### src/rtl/acc12_pkg.sv
package acc12_pkg;
    localparam int W      = 12;
    localparam int OFS_W  = 7;
    localparam int PG_W   = W - OFS_W;
    localparam int OP_W   = 3;
    localparam int CTL_W  = W - OP_W;
    localparam int PAGE_B = OFS_W;
    localparam int IND_B  = OFS_W + 1;

    typedef logic [W-1:0] word_t;

    typedef enum logic [OP_W-1:0] {
        OP_AND = 3'd0,
        OP_TAD = 3'd1,
        OP_ISZ = 3'd2,
        OP_DCA = 3'd3,
        OP_JMS = 3'd4,
        OP_JMP = 3'd5,
        OP_NOP = 3'd6,
        OP_OPR = 3'd7
    } op_e;

    typedef enum logic [2:0] {
        ST_FETCH  = 3'd0,
        ST_DECODE = 3'd1,
        ST_INDIR  = 3'd2,
        ST_EXEC   = 3'd3,
        ST_EXEC2  = 3'd4,
        ST_HALT   = 3'd5
    } state_e;

    typedef struct packed {
        state_e st;
        word_t  pc;
        word_t  ac;
        logic   lnk;
        op_e    op;
        word_t  ea;
    } regs_t;
endpackage

### src/rtl/acc12_ea.sv
module acc12_ea
    import acc12_pkg::*;
(
    input  logic [PG_W-1:0]  page,
    input  logic             cur_page,
    input  logic [OFS_W-1:0] offset,
    output word_t            ea
);
    always_comb begin
        if (cur_page) ea = {page, offset};
        else          ea = {{PG_W{1'b0}}, offset};
    end
endmodule

### src/rtl/acc12_add.sv
module acc12_add
    import acc12_pkg::*;
(
    input  word_t a,
    input  word_t b,
    output word_t sum,
    output logic  cout
);
    always_comb begin
        {cout, sum} = {1'b0, a} + {1'b0, b};
    end
endmodule

### src/rtl/acc12_opr.sv
module acc12_opr
    import acc12_pkg::*;
(
    input  word_t             ac_i,
    input  logic              lnk_i,
    input  logic [CTL_W-1:0]  ctl,
    output word_t             ac_o,
    output logic              lnk_o,
    output logic              skip,
    output logic              hlt
);
    logic [W:0] inc;

    always_comb begin
        ac_o  = ctl[8] ? '0 : ac_i;
        lnk_o = ctl[7] ? 1'b0 : lnk_i;
        if (ctl[6]) ac_o = ~ac_o;
        if (ctl[5]) lnk_o = ~lnk_o;
        inc = {1'b0, ac_o} + {{W{1'b0}}, 1'b1};
        if (ctl[4]) begin
            ac_o  = inc[W-1:0];
            lnk_o = lnk_o ^ inc[W];
        end
        skip = (ctl[3] && (ac_o == '0)) ||
               (ctl[2] && ac_o[W-1]) ||
               (ctl[1] && lnk_o);
        hlt  = ctl[0];
    end
endmodule

### src/rtl/acc12_core.sv
module acc12_core
    import acc12_pkg::*;
(
    input  logic        clk,
    input  logic        rst,
    output logic [11:0] mem_addr,
    input  logic [11:0] mem_rdata,
    output logic [11:0] mem_wdata,
    output logic        mem_we,
    output logic        halt
);
    regs_t r_d, r_q;

    word_t ea_dir;
    word_t opr_ac;
    logic  opr_lnk, opr_skip, opr_hlt;
    word_t add_sum;
    logic  add_cout;
    word_t inc_val;
    op_e   dec_op;

    acc12_ea u_ea (
        .page     (r_q.pc[W-1:OFS_W]),
        .cur_page (mem_rdata[PAGE_B]),
        .offset   (mem_rdata[OFS_W-1:0]),
        .ea       (ea_dir)
    );

    acc12_opr u_opr (
        .ac_i  (r_q.ac),
        .lnk_i (r_q.lnk),
        .ctl   (mem_rdata[CTL_W-1:0]),
        .ac_o  (opr_ac),
        .lnk_o (opr_lnk),
        .skip  (opr_skip),
        .hlt   (opr_hlt)
    );

    acc12_add u_add (
        .a    (r_q.ac),
        .b    (mem_rdata),
        .sum  (add_sum),
        .cout (add_cout)
    );

    assign dec_op  = op_e'(mem_rdata[W-1:W-OP_W]);
    assign inc_val = mem_rdata + word_t'(1);
    assign halt    = (r_q.st == ST_HALT);

    always_comb begin
        r_d       = r_q;
        mem_addr  = r_q.pc;
        mem_wdata = '0;
        mem_we    = 1'b0;
        case (r_q.st)
            ST_FETCH: begin
                mem_addr = r_q.pc;
                r_d.st   = ST_DECODE;
            end
            ST_DECODE: begin
                r_d.op = dec_op;
                r_d.pc = r_q.pc + word_t'(1);
                if (dec_op == OP_OPR) begin
                    r_d.ac  = opr_ac;
                    r_d.lnk = opr_lnk;
                    if (opr_skip) r_d.pc = r_q.pc + word_t'(2);
                    r_d.st = opr_hlt ? ST_HALT : ST_FETCH;
                end else if (dec_op == OP_NOP) begin
                    r_d.st = ST_FETCH;
                end else if (mem_rdata[IND_B]) begin
                    mem_addr = ea_dir;
                    r_d.st   = ST_INDIR;
                end else if (dec_op == OP_JMP) begin
                    r_d.pc = ea_dir;
                    r_d.st = ST_FETCH;
                end else begin
                    r_d.ea = ea_dir;
                    r_d.st = ST_EXEC;
                end
            end
            ST_INDIR: begin
                r_d.ea = mem_rdata;
                if (r_q.op == OP_JMP) begin
                    r_d.pc = mem_rdata;
                    r_d.st = ST_FETCH;
                end else begin
                    r_d.st = ST_EXEC;
                end
            end
            ST_EXEC: begin
                mem_addr = r_q.ea;
                r_d.st   = ST_FETCH;
                case (r_q.op)
                    OP_DCA: begin
                        mem_we    = 1'b1;
                        mem_wdata = r_q.ac;
                        r_d.ac    = '0;
                    end
                    OP_JMS: begin
                        mem_we    = 1'b1;
                        mem_wdata = r_q.pc;
                        r_d.pc    = r_q.ea + word_t'(1);
                    end
                    default: r_d.st = ST_EXEC2;
                endcase
            end
            ST_EXEC2: begin
                mem_addr = r_q.ea;
                r_d.st   = ST_FETCH;
                case (r_q.op)
                    OP_AND: r_d.ac = r_q.ac & mem_rdata;
                    OP_TAD: begin
                        r_d.ac  = add_sum;
                        r_d.lnk = r_q.lnk ^ add_cout;
                    end
                    OP_ISZ: begin
                        mem_we    = 1'b1;
                        mem_wdata = inc_val;
                        if (inc_val == '0) r_d.pc = r_q.pc + word_t'(1);
                    end
                    default: ;
                endcase
            end
            ST_HALT: r_d.st = ST_HALT;
            default: r_d.st = ST_FETCH;
        endcase
    end

    always_ff @(posedge clk) begin
        if (rst) begin
            r_q.st  <= ST_FETCH;
            r_q.pc  <= '0;
            r_q.ac  <= '0;
            r_q.lnk <= 1'b0;
            r_q.op  <= OP_NOP;
            r_q.ea  <= '0;
        end else begin
            r_q <= r_d;
        end
    end
endmodule

### config.mk
export PLATFORM = sky130hd
export DESIGN_NAME = acc12_core
export DESIGN_NICKNAME = d
export VERILOG_FILES = /design/src/rtl/acc12_pkg.sv /design/src/rtl/acc12_ea.sv /design/src/rtl/acc12_add.sv /design/src/rtl/acc12_opr.sv /design/src/rtl/acc12_core.sv
export SDC_FILE = /design/constraint.sdc
export NUM_CORES = 1
export LEC_CHECK = 0
export ABC_CLOCK_PERIOD_IN_PS = 5800
export BUFFER_PORTS_ARGS = -buffer_cell sky130_fd_sc_hd__buf_4
export CAP_MARGIN = 20
export CORE_MARGIN = 10
export CORE_UTILIZATION = 62
export DETAILED_ROUTE_END_ITERATION = 12
export HOLD_SLACK_MARGIN = 0.12
export PLACE_DENSITY = 0.92
export SETUP_SLACK_MARGIN = 0.1
export SYNTH_ARGS = -nofsm -noshare
export SYNTH_HDL_FRONTEND = slang
export SYNTH_SLANG_ARGS = --single-unit
### constraint.sdc
create_clock -name clk -period 5.8 [get_ports clk]
set_input_delay 1.16 -clock clk [delete_from_list [all_inputs] [get_ports clk]]
set_output_delay 1.16 -clock clk [all_outputs]
set_load 0.005 [all_outputs]
==> results.cfg <==
[layout]
regMostFlops = r_q
layout_common_cells = nor2_1 (85), nand2_1 (73), a21oi_1 (61)
nets = 783
design_area_sq_um = 5590
reg.largest.list = r_q x43
largest_reg_flops = 43
syn_to_final_growth_pct = 5.50
n_antenna_cell = 0
final_common_cell = nor2_1
drive_gt1_frac = 0.0972

[hold_path]
hp-class = reg -> reg

[pwr]
p_leak_uw = 0.00208
p_per_area_nw_per_um2 = 208
ir_drop_mv = 0.0913

[logic_synthesis]
synth_cells = 769
ys.flop_type = dfxtp_1
synth_top_cell_by_area = dfxtp_1
yosysWarnings = 0
ys_seq_area_frac = 0.162
yosysTopAreaCellShare = 0.162
syn_avg_cell_area_sq_um = 6.89
synth_enable_flop_cells = 0
synth_area_leaders = dfxtp_1 (16%), nor2_1 (6.0%), a21oi_1 (5.8%)
async_reset_ff_frac = 0
yosysUniqueCellTypes = 81
ys_ff_latch = 43
synthesis.nets = 802
synthesis.area_sq_um = 5300

[placement]
placed_area_sq_um = 5490
portBuffers = 39
hpwl_microns = 13100
gp_congestion = 0.993

[timing]
min_period_over_period = 0.817
finalClockSkew_ns = 0.00802
min_period_ns = 4.74
tns_ns = 0
slew_headroom = 0.314
final-max-slew-violation-count = 0
setup_viol = 0
worst_pin_slew_ns = 1.03
rsz0062_at_grt = false
hold_violations = 0
hold_slack_ns = 0.511
max_freq_mhz = 211

[cts]
tritoncts = yes
cts.sinks = 43
hold_buffers = 0
cts_buffers = 5
postCtsSetupBuffers = 0
htreeDepth = 2
cts_buffer_depth = 2
cts_repair_resize_count = 0
path_clk_slew_ns = 0.10
worstSkewPairLatency_ns = 0.31
clockRootBuffer = clkbuf_8

[worst_setup_path]
critical_path.top_delay_family = compound AO/OA/AOI/OAI gates
required_ns = 5.97
path_cells = buf_4, nor2b_1, xnor2_1, ha_1, and2_1, a32oi_1, o31ai_1, a211oi_1, o311ai_1, nor4_4, a211oi_4, mux2i_2, a2bb2oi_1, o221ai_1
worstSetupStartpointType = primary input
worst-path-buf-inv = 1
critPathArrivalTime_ns = 4.91
crit_slowest_cell = mux2i_2
worstPathMaxFanout = 39
end_kind = flip-flop
max_stage_delay_ns = 0.42
crit_type = in -> reg

[global_route]
gr-total-overflow = 0
grt_pass1_vias = 5993
antenna_found_initial = 0
grt_usage = 0.278
grt_max_degree = 47
grt_pass1_wl_microns = 29800

[detailed_routing]
detail_route.iter0.violations = 792
detail_route.vias_per_cell = 7.14
vias = 6111
dr.pass1.iters = 6
drc_errors = 0
final_antenna_net_count = 0
detail_route.wl_per_cell_microns = 21.5
drt-total-wl_microns = 18400

[die]
row_count = 33
coreArea_sq_um = 8260
dieArea_sq_um = 12600
die_w_microns = 112
io-pin-count = 40
start_util = 0.642
die_y_microns = 112

[outcome]
status = finished, final reports clean

[run]
maxCapViolations = 0
[cell type report]
cell class / instances / area (sq um)
tap: 105 / 131
timing repair buffer: 48 / 360
multi-input combinational: 635 / 4070
clock buffer: 7 / 96.3
inverter: 17 / 63.8
sequential: 43 / 861
fill: 752 / 2670
clock inverter: 1 / 7.51
[where the power goes]
| group | switching (uW) | internal, uW |
|---|---|---|
| logic | 316 | 204 |
| registers | 80.8 | 330 |
| clock network | 124 | 109 |
| total | 521 | 644 |
[stage by stage]
stage                util  worst slack [ns]  instances  power, uW
global placement    0.664             0.980        848        906
CTS                 0.677              1.14        856       1150
floorplan               -             0.805        769        766
detailed placement  0.664             0.816        848        918
finish              0.677              1.06        856       1160
global route        0.677             0.822        856       1230
[path summary, 6_finish.rpt]
check	from	to	slack, ns	cells past startpoint
setup / recovery	mem_rdata[8]	r_q[36]	1.06	14
hold / removal	r_q[13]	r_q[13]	0.51	2
setup reg to reg	r_q[16]	r_q[36]	1.67	13
hold reg to reg	r_q[13]	r_q[13]	0.51	2
[synthesized netlist by cell type (all sizes together) (4+ instances only)]
cell type  instances
a311oi             6
o31ai              4
xnor2             32
and3              21
nand2b             7
a21oi             61
ha                18
xor2              18
a21o               6
nand3             30
a22oi             22
a22o               7
nor2b             12
o21bai             6
mux2i             17
o22ai             19
nor3              16
or3                8
o2111ai            4
o221ai             7
dfxtp             43
a211oi            10
nand2             73
o211ai             7
o21ai             43
a31oi              9
inv               16
nor4               7
and2               7
nor2              85
buf               25
clkbuf            49
nand4              5
a32oi              4
a211o              5
a221oi             5
[tightest hold or removal path, stage by stage (launching register included)]
cell     delay [ns]
dfxtp_1        0.34
o21ai_0        0.08
nand2_1        0.05
[cell families (layout without fill, tap and decap cells)]
family,after synthesis,after routing,share of synthesized area
buffers and inverters,91,73,0.0704
flip-flops,43,43,0.162
adder cells (fa/ha/maj),19,19,0.0463
AND/OR/NAND/NOR,287,287,0.264
AO/OA/AOI/OAI,259,259,0.335
XOR/XNOR,50,50,0.0827
multiplexers,20,20,0.0392
[metal layers]
| metal | vias to the layer above | global-route usage | part of all wire |
|---|---|---|---|
| met5 | - | 0 | 0 |
| li1 | 2804 | - | - |
| met3 | 89 | 0.0591 | 0.11 |
| met4 | 0 | 0.154 | 0.046 |
| met2 | 406 | 0.448 | 0.46 |
| met1 | 2812 | 0.337 | 0.39 |
No activity file was read; power rests on OpenSTA's default activity.
